$ cat config.mk
export PLATFORM = sky130hd
export DESIGN_NAME = nor_bus_front
export DESIGN_NICKNAME = d
export VERILOG_FILES = /design/src/rtl/nor_bus_front.sv
export SDC_FILE = /design/constraint.sdc
export NUM_CORES = 1
export LEC_CHECK = 0
export ABC_AREA = 1
export BUFFER_PORTS_ARGS = -buffer_cell sky130_fd_sc_hd__buf_2
export CAP_MARGIN = 20
export CORE_MARGIN = 8
export CORE_UTILIZATION = 25
export DETAILED_ROUTE_END_ITERATION = 7
export PLACE_DENSITY_LB_ADDON = 0.1
export SLEW_MARGIN = 20
export SYNTH_ARGS = -nofsm -noshare
export SYNTH_HDL_FRONTEND = slang
export SYNTH_SLANG_ARGS = --single-unit
$ cat constraint.sdc
create_clock -name clk -period 1.5 [get_ports clk]
set_input_delay 0.15 -clock clk [delete_from_list [all_inputs] [get_ports clk]]
set_output_delay 0.15 -clock clk [all_outputs]
set_load 0.05 [all_outputs]
$ cat src/rtl/nor_bus_front.sv
module nor_bus_front #(
  parameter int AW          = 17,
  parameter int FILT        = 3,
  parameter int IDLE_CYC    = 64,
  parameter bit BOTTOM_BOOT = 1'b1
) (
  input  logic          clk,
  input  logic          rst_n,
  input  logic          ce_n,
  input  logic          we_n,
  input  logic          oe_n,
  input  logic          byte_n,
  input  logic [AW-1:0] addr,
  input  logic          hv_a9,
  input  logic          busy,
  input  logic [15:0]   dq_in,
  output logic [15:0]   dq_out,
  output logic [15:0]   dq_oe,
  output logic [AW:0]   arr_addr,
  input  logic [15:0]   arr_rdata,
  output logic          wr_valid,
  output logic [AW:0]   wr_addr,
  output logic [15:0]   wr_data,
  output logic          proto_err,
  output logic [2:0]    op,
  output logic          active
);
  localparam int CW = $clog2(FILT + 1);
  localparam int IW = $clog2(IDLE_CYC + 1);
  localparam logic [AW-1:0] ID_FREE = AW'(32'h203);
  localparam logic [2:0] OP_STBY = 3'd0, OP_READ = 3'd1, OP_WRITE = 3'd2,
                         OP_ODIS = 3'd3, OP_AUTO = 3'd4;

  logic [1:0] ce_sy, we_sy, oe_sy;
  always_ff @(posedge clk or negedge rst_n)
    if (!rst_n) begin
      ce_sy <= 2'b11; we_sy <= 2'b11; oe_sy <= 2'b11;
    end else begin
      ce_sy <= {ce_sy[0], ce_n};
      we_sy <= {we_sy[0], we_n};
      oe_sy <= {oe_sy[0], oe_n};
    end

  logic          raw [2];
  logic          flt [2];
  logic [CW-1:0] fcnt [2];
  assign raw[0] = ce_sy[1];
  assign raw[1] = we_sy[1];

  always_ff @(posedge clk or negedge rst_n)
    if (!rst_n) begin
      for (int i = 0; i < 2; i++) begin
        flt[i]  <= 1'b1;
        fcnt[i] <= '0;
      end
    end else begin
      for (int i = 0; i < 2; i++) begin
        if (raw[i] == flt[i]) fcnt[i] <= '0;
        else if (fcnt[i] == CW'(FILT - 1)) begin
          flt[i]  <= raw[i];
          fcnt[i] <= '0;
        end else fcnt[i] <= fcnt[i] + 1'b1;
      end
    end

  logic ce_f, we_f, oe_s;
  assign ce_f = flt[0];
  assign we_f = flt[1];
  assign oe_s = oe_sy[1];

  logic [AW:0] cur_addr;
  assign cur_addr = {addr, byte_n ? 1'b0 : dq_in[15]};
  assign arr_addr = cur_addr;

  logic wr_act, wr_act_q, pend;
  assign wr_act = !ce_f && !we_f;

  always_ff @(posedge clk or negedge rst_n)
    if (!rst_n) begin
      wr_act_q <= 1'b0; pend <= 1'b0; wr_valid <= 1'b0; proto_err <= 1'b0;
      wr_addr <= '0; wr_data <= '0;
    end else begin
      wr_act_q  <= wr_act;
      wr_valid  <= 1'b0;
      proto_err <= 1'b0;
      if (wr_act && !wr_act_q) begin
        pend    <= 1'b1;
        wr_addr <= cur_addr;
      end else if (wr_act && pend && !oe_s) begin
        pend      <= 1'b0;
        proto_err <= 1'b1;
      end else if (!wr_act && wr_act_q && pend) begin
        pend     <= 1'b0;
        wr_valid <= 1'b1;
        wr_data  <= byte_n ? dq_in : {8'h00, dq_in[7:0]};
      end
    end

  logic        rd, id_sel;
  logic [7:0]  id_code;
  logic [15:0] word_val;
  assign rd       = !ce_f && !oe_s && we_f;
  assign id_sel   = hv_a9 && !addr[1] && ((addr & ~ID_FREE) == '0);
  assign id_code  = addr[0] ? (BOTTOM_BOOT ? 8'h57 : 8'h51) : 8'h20;
  assign word_val = id_sel ? {8'h00, id_code} : arr_rdata;
  assign dq_out   = !rd ? 16'h0000 : byte_n ? word_val : {8'h00, word_val[7:0]};
  assign dq_oe    = !rd ? 16'h0000 : byte_n ? 16'hFFFF : 16'h00FF;

  logic [AW+2:0] snap;
  logic [IW-1:0] idle_cnt;
  logic          idle_done;
  assign idle_done = idle_cnt == IW'(IDLE_CYC);
  always_ff @(posedge clk or negedge rst_n)
    if (!rst_n) begin
      snap <= '0; idle_cnt <= '0;
    end else begin
      snap <= {addr, ce_f, we_f, oe_s};
      if (busy || snap != {addr, ce_f, we_f, oe_s}) idle_cnt <= '0;
      else if (!idle_done) idle_cnt <= idle_cnt + 1'b1;
    end

  always_comb
    if (ce_f)                 op = OP_STBY;
    else if (!we_f)           op = OP_WRITE;
    else if (idle_done && !busy) op = OP_AUTO;
    else if (!oe_s)           op = OP_READ;
    else                      op = OP_ODIS;

  assign active = busy || !(op == OP_STBY || op == OP_AUTO);


  wr_pulse_chk: assert property (@(posedge clk) disable iff (!rst_n)
    wr_valid |=> !wr_valid);

  err_excl_chk: assert property (@(posedge clk) disable iff (!rst_n)
    proto_err |-> !wr_valid);

  bus_release_chk: assert property (@(posedge clk) disable iff (!rst_n)
    (op == OP_STBY || op == OP_ODIS || op == OP_WRITE) |-> dq_oe == 16'h0000);

  busy_active_chk: assert property (@(posedge clk) disable iff (!rst_n)
    busy |-> active);

  byte_hiz_chk: assert property (@(posedge clk) disable iff (!rst_n)
    !byte_n |-> dq_oe[15:8] == 8'h00);
endmodule

======== Word-level counts from Yosys, hierarchy flattened ========
Cells that the tools add are included.
operators by class
  equal/unequal tests ..................... 8
  bitwise logic cells ..................... 4
  reductions and logical operators ........ 28
  add/sub/neg operators ................... 3
  mux-type cells .......................... 26
operators with widths
  kind                   count
  $mux W16               6
  $mux W7                3
  $ne A20 B20 Y1         1
  $logic_not A17 Y1      1
  $logic_and A1 B1 Y1    11
  $mux W2                5
  $mux W1                9
  $mux W3                3
  $logic_not A1 Y1       8
  $add A7 B1 Y7 const B  1
  $eq A7 B7 Y1 const B   1
  $add A2 B1 Y2 const B  2
  $eq A2 B2 Y1 const B   2
  $not A1 Y1             4
  $reduce_and A2 Y1      2
  $eq A3 B3 Y1 const B   1
  $logic_not A3 Y1       1
  $logic_or A1 B1 Y1     3
  $reduce_and A3 Y1      1
  $reduce_bool A3 Y1     1
  $eq A1 B1 Y1           2
  $ne A2 B1 Y1 const B   1
word-level totals
  register bits ........................... 77
  output and inout port bits .............. 90
  bits of input ports ..................... 57

======== Depth between registers and ports, before layout ========
  depth in word-level cells ............... 9
  depth in mapped cells ................... 9
  depth with buffers taken out ............ 9

======== Least setup slack after synthesis ========
OpenSTA, ideal clock, no wires.
  path kind ............................... register to output
  start ................................... register idle_cnt[0]
  end ..................................... output port active
  cell stages (with the launch flop) ...... 10
  path slack .............................. -0.769 ns
  required time ........................... 1.350 ns
  buffers on the path ..................... 0
  data arrival time ....................... 2.119 ns
  cell sequence ........................... dfrtp_1 > inv_1 > ha_1 > nand2_1 > inv_1 > nand4_1 > inv_1 > nor2_1 > nor2_1 > o21ai_0
between the ends
  longest elaborated chain between the ends .. 9
  elaborated cells on any way between the ends .. 10
ends and longest elaborated chain
  item                                                     RTL line  source
  start, declared                                          110       logic [IW-1:0] idle_cnt;
  start signal, assigned                                   119       else if (!idle_done) idle_cnt <= idle_cnt + 1'b1;
  $eq A7 B7 Y1 (*)                                         112       assign idle_done = idle_cnt == IW'(IDLE_CYC);
  $logic_and A1 B1 Y1 (*)                                  125       else if (idle_done && !busy) op = OP_AUTO;
  $mux W3 (*)                                              125
  $mux W3 (*)                                              124       else if (!we_f) op = OP_WRITE;
  $mux W3 (*)                                              123       if (ce_f) op = OP_STBY;
  net op[0]                                                25        output logic [2:0] op,
  $eq A3 B3 Y1 / $logic_not A3 Y1 (equally long branches)  129       assign active = busy || !(op == OP_STBY || op == OP_AUTO);
  $logic_or A1 B1 Y1 (*)                                   129
  $logic_not A1 Y1 (*)                                     129
  $logic_or A1 B1 Y1 (*)                                   129
  end, declared                                            26        output logic active
The timed path passes the listed nets; every way through them passes the cells marked *.

======== Worst setup path in the final report ========
  start ................................... register flt (netlist bit we_f)
  end ..................................... output port dq_out[14]
between the ends
  longest elaborated chain between the ends .. 2
ends and longest elaborated chain
  item                             RTL line  source
  start, declared                  45        logic flt [2];
  start signal, assigned by index  60        flt[i] <= raw[i];
  $logic_and A1 B1 Y1              102       assign rd = !ce_f && !oe_s && we_f;
  $mux W16                         106       assign dq_out = !rd ? 16'h0000 : byte_n ? word_val : {8'h00, word_val[7:0]};
  end, declared                    17        output logic [15:0] dq_out,
Every way passes these cells.

==> metrics <==
first-pass GRT wire length=16800 um; Die Ht=136 um; row count=43; H-tree levels=3; Setup violations, final=77; Pins Over Slew Limit=0; buffer depth of the longest clock path=2; fraction of registers with async set/reset=100%; Avg Synthesized Cell Area=8.35 um2; CTS root buf=clkbuf_16; RR Endpoint=wr_addr[13]$_DFFE_PN0P_; min-delay src=dq_in[1]; Synth warnings=0; gr ovfl total=0; top post-synthesis cells by area=dfrtp_1, nand2_1, buf_4; most frequent cells in the layout=nand2_1, buf_2, dfrtp_1; Cells after Synth=430; Power Total=0.0115 W; Design Area, Final=6150 um2; CP max FO=7; Pwr per Cell Area=1870 nW/um2; met1 GRT Util=13.3%; Register-to-Register Path Depth=10; register area share after synthesis=54.0%; CTS buffer count=9; Crit-path slowest cell=dfstp_2; Post-synth EDFFs=0; status=finished, violations left; Worst EP arrival=1.69 ns; Area after DPL=4880 um2; Yosys reg bits=77; failing checks=negative setup slack; antenna violation net count after detailed routing=0; number of DRC markers in iteration 0=76; switching part of the total=45.6%; CP startpoint kind=flop; met2 GRT Util=19.1%; Final Hold Vio Count=0; top cell type's share of synthesized area=48.1%; largest net degree at the start of global routing=35; Detailed Route WL=11700 um; final worst setup slack=-0.336 ns; Syn Nets=489; Peak VDD IR=1.11 mV; Tightest Pin Transition=0.396 ns; clk_lat worst skew=0.34 ns; clk slew on worst S/H paths=0.06 ns; Fmax=0.545 GHz; busiest layer in global routing=met2; CP bufs+invs=2; # diodes=0; switching power total=0.00523 W; Synth Flop Type=dfrtp_1; Synth-to-Final Area Change=71.3%; number of port buffers=146; Slew headroom=73.6%; R2R Setup Slk=-0.21 ns; HP Class=input pin to flop; Clock Skew=0.0135 ns; core area=13900 um2; Setup CP Type=flop to output port; critical path cell sequence=nand2_4 > nor2_4 > nand2_4 > inv_12 > nand2_4 > nor2_4 > buf_8; clock power share=20.3%; Setup crit start=we_f$_DFFE_PN1P_; Critical Path Stages=7; most common cell after layout, fill and taps aside=nand2_1; Critical Path Sink=dq_out[14]; final worst-path cycle share=122%; largest area contributor in the netlist=dfrtp_1; WL/cell=14.3 um; static leakage=3.22 nW; setup_tns=-13.56 ns; RSZ-0062 raised after global routing=yes; Initial Util=25.8%; total number of vias=3354; DRC Markers=0; CP max stage delay=0.55 ns; NumNets Final=690; vias per inst=4.11; delay-heaviest family, CP=flip-flops; ratio of cells with drive above 1 in the final layout=51.7%; Worst Setup End Kind=output port; initial antenna violation count=0; synth unique cells=26; CTS tree=yes; worst r2r src=we_f$_DFFE_PN1P_; DP Wirelength=8170 um; clk sinks=77; Power Internal=0.00625 W; Synth Cell Area=3590 um2; CP required=1.35 ns; drt pass-1 iters=6; Max Cap Viol=0; # IOs=147; total track usage=11.6%; fillers=1394; grt met3 use=5.23%; die width=136 um; die area=18400 um2; Tmin final=1.84 ns; vias in the first global route=3334; Flop pwr share=26.7%; Combinational Power Share=53.0%; Final Wtd Congestion=0.748; crit-path most repeated cell=nand2_4
metrics by stage:
step / setup slack, ns / instances / utilization, % / hold slack (ns)
2_1_floorplan: -0.192 / 430 / - / -0.146
3_3_place_gp: -0.152 / 761 / 35.0 / 0.113
3_5_place_dp: -0.174 / 761 / 35.0 / 0.112
4_1_cts: -0.339 / 793 / 40.0 / 0.00195
5_1_grt: -0.451 / 816 / 44.1 / 0.00687
6_report: -0.336 / 816 / 44.1 / 0.0131
worst min-delay path by stage:
| stage | end | slack (ns) | cells past startpoint |
|---|---|---|---|
| final | wr_data[1]$_DFFE_PN0P_ | 0.01 | 3 |
| after global routing | wr_data[1]$_DFFE_PN0P_ | 0.007 | 3 |
| after CTS | wr_data[3]$_DFFE_PN0P_ | 0.002 | 3 |
| after detailed placement | fcnt[1]$_DFF_PN0_ | 0.11 | 1 |
| after global placement | fcnt[1]$_DFF_PN0_ | 0.11 | 1 |
| after floorplan | fcnt[0]$_DFF_PN0_ | -0.15 | 0 |
cell families after synthesis:
family | share of synthesized area (%)
xor gates and xnor gates | 1.95
DFF | 54.0
and+or+nand+nor | 25.3
buffers and inverters | 13.8
adders and majority gates | 0.697
AOI/OAI and AO/OA | 4.18
per-layer routing:
| metal | wire length (um) | share of wire (%) | vias to the layer above |
|---|---|---|---|
| met4 | 85 | 0.73 | 0 |
| met3 | 785 | 6.7 | 7 |
| met2 | 6040 | 52 | 71 |
| li1 | - | - | 1694 |
| met1 | 4770 | 41 | 1582 |
| met5 | 0 | 0 | - |
Yosys cell counts (2+ instances only):
library cell	instances
buf_2	4
or2_2	2
a21oi_1	6
nand4_1	4
nor3_1	5
dfstp_2	8
buf_4	32
nand3_1	15
inv_2	3
dfrtp_1	69
nor2_4	3
xor2_1	3
nand2_1	146
inv_1	51
buf_6	2
ha_1	2
nor2_1	42
xnor2_1	5
o21ai_0	21
power by group through the flow:
stage                     logic, W  clock network (W)  registers (W)
after floorplan            0.00206                  0        0.00453
after global placement     0.00477                  0        0.00301
after detailed placement   0.00481                  0        0.00301
after CTS                  0.00518            0.00241        0.00299
after global routing       0.00647            0.00249        0.00314
final                      0.00608            0.00233        0.00307
tightest hold or removal path, cell delays in order:
cell and delay [ns]:
buf_2 0.07, nand2_1 0.04, nand2_1 0.05
flip-flops by register name (all words and copies together), names as in the netlist:
signal / flops
we_sy: 2
idle_cnt: 7
ce_f: 1
oe_sy: 2
proto_err: 1
wr_data: 16
snap: 20
pend: 1
we_f: 1
ce_sy: 2
wr_act_q: 1
wr_valid: 1
fcnt: 4
wr_addr: 18
cell type report:
cell class,instances,area [um2],area share [%]
repair inverters,2,17.5,0.285
flip-flops and latches,77,1940,31.5
multi-input cells,259,1570,25.5
repair buffers,227,1850,30.1
well taps,180,225,3.66
inverters,55,234,3.81
clock inverters,5,82.6,1.34
clock buffers,11,233,3.79
repair_timing:
item / in CTS / in global routing
endpoints found under the hold margin: 33 / 1
endpoints found under the setup margin: 43 / 77
pin swaps: 9 / 9
setup buffers: 4 / 17
hold buffers: 12 / 1
resized for setup: 83 / 114
gates cloned: 0 / 7
(Power assumes the default switching activity.)
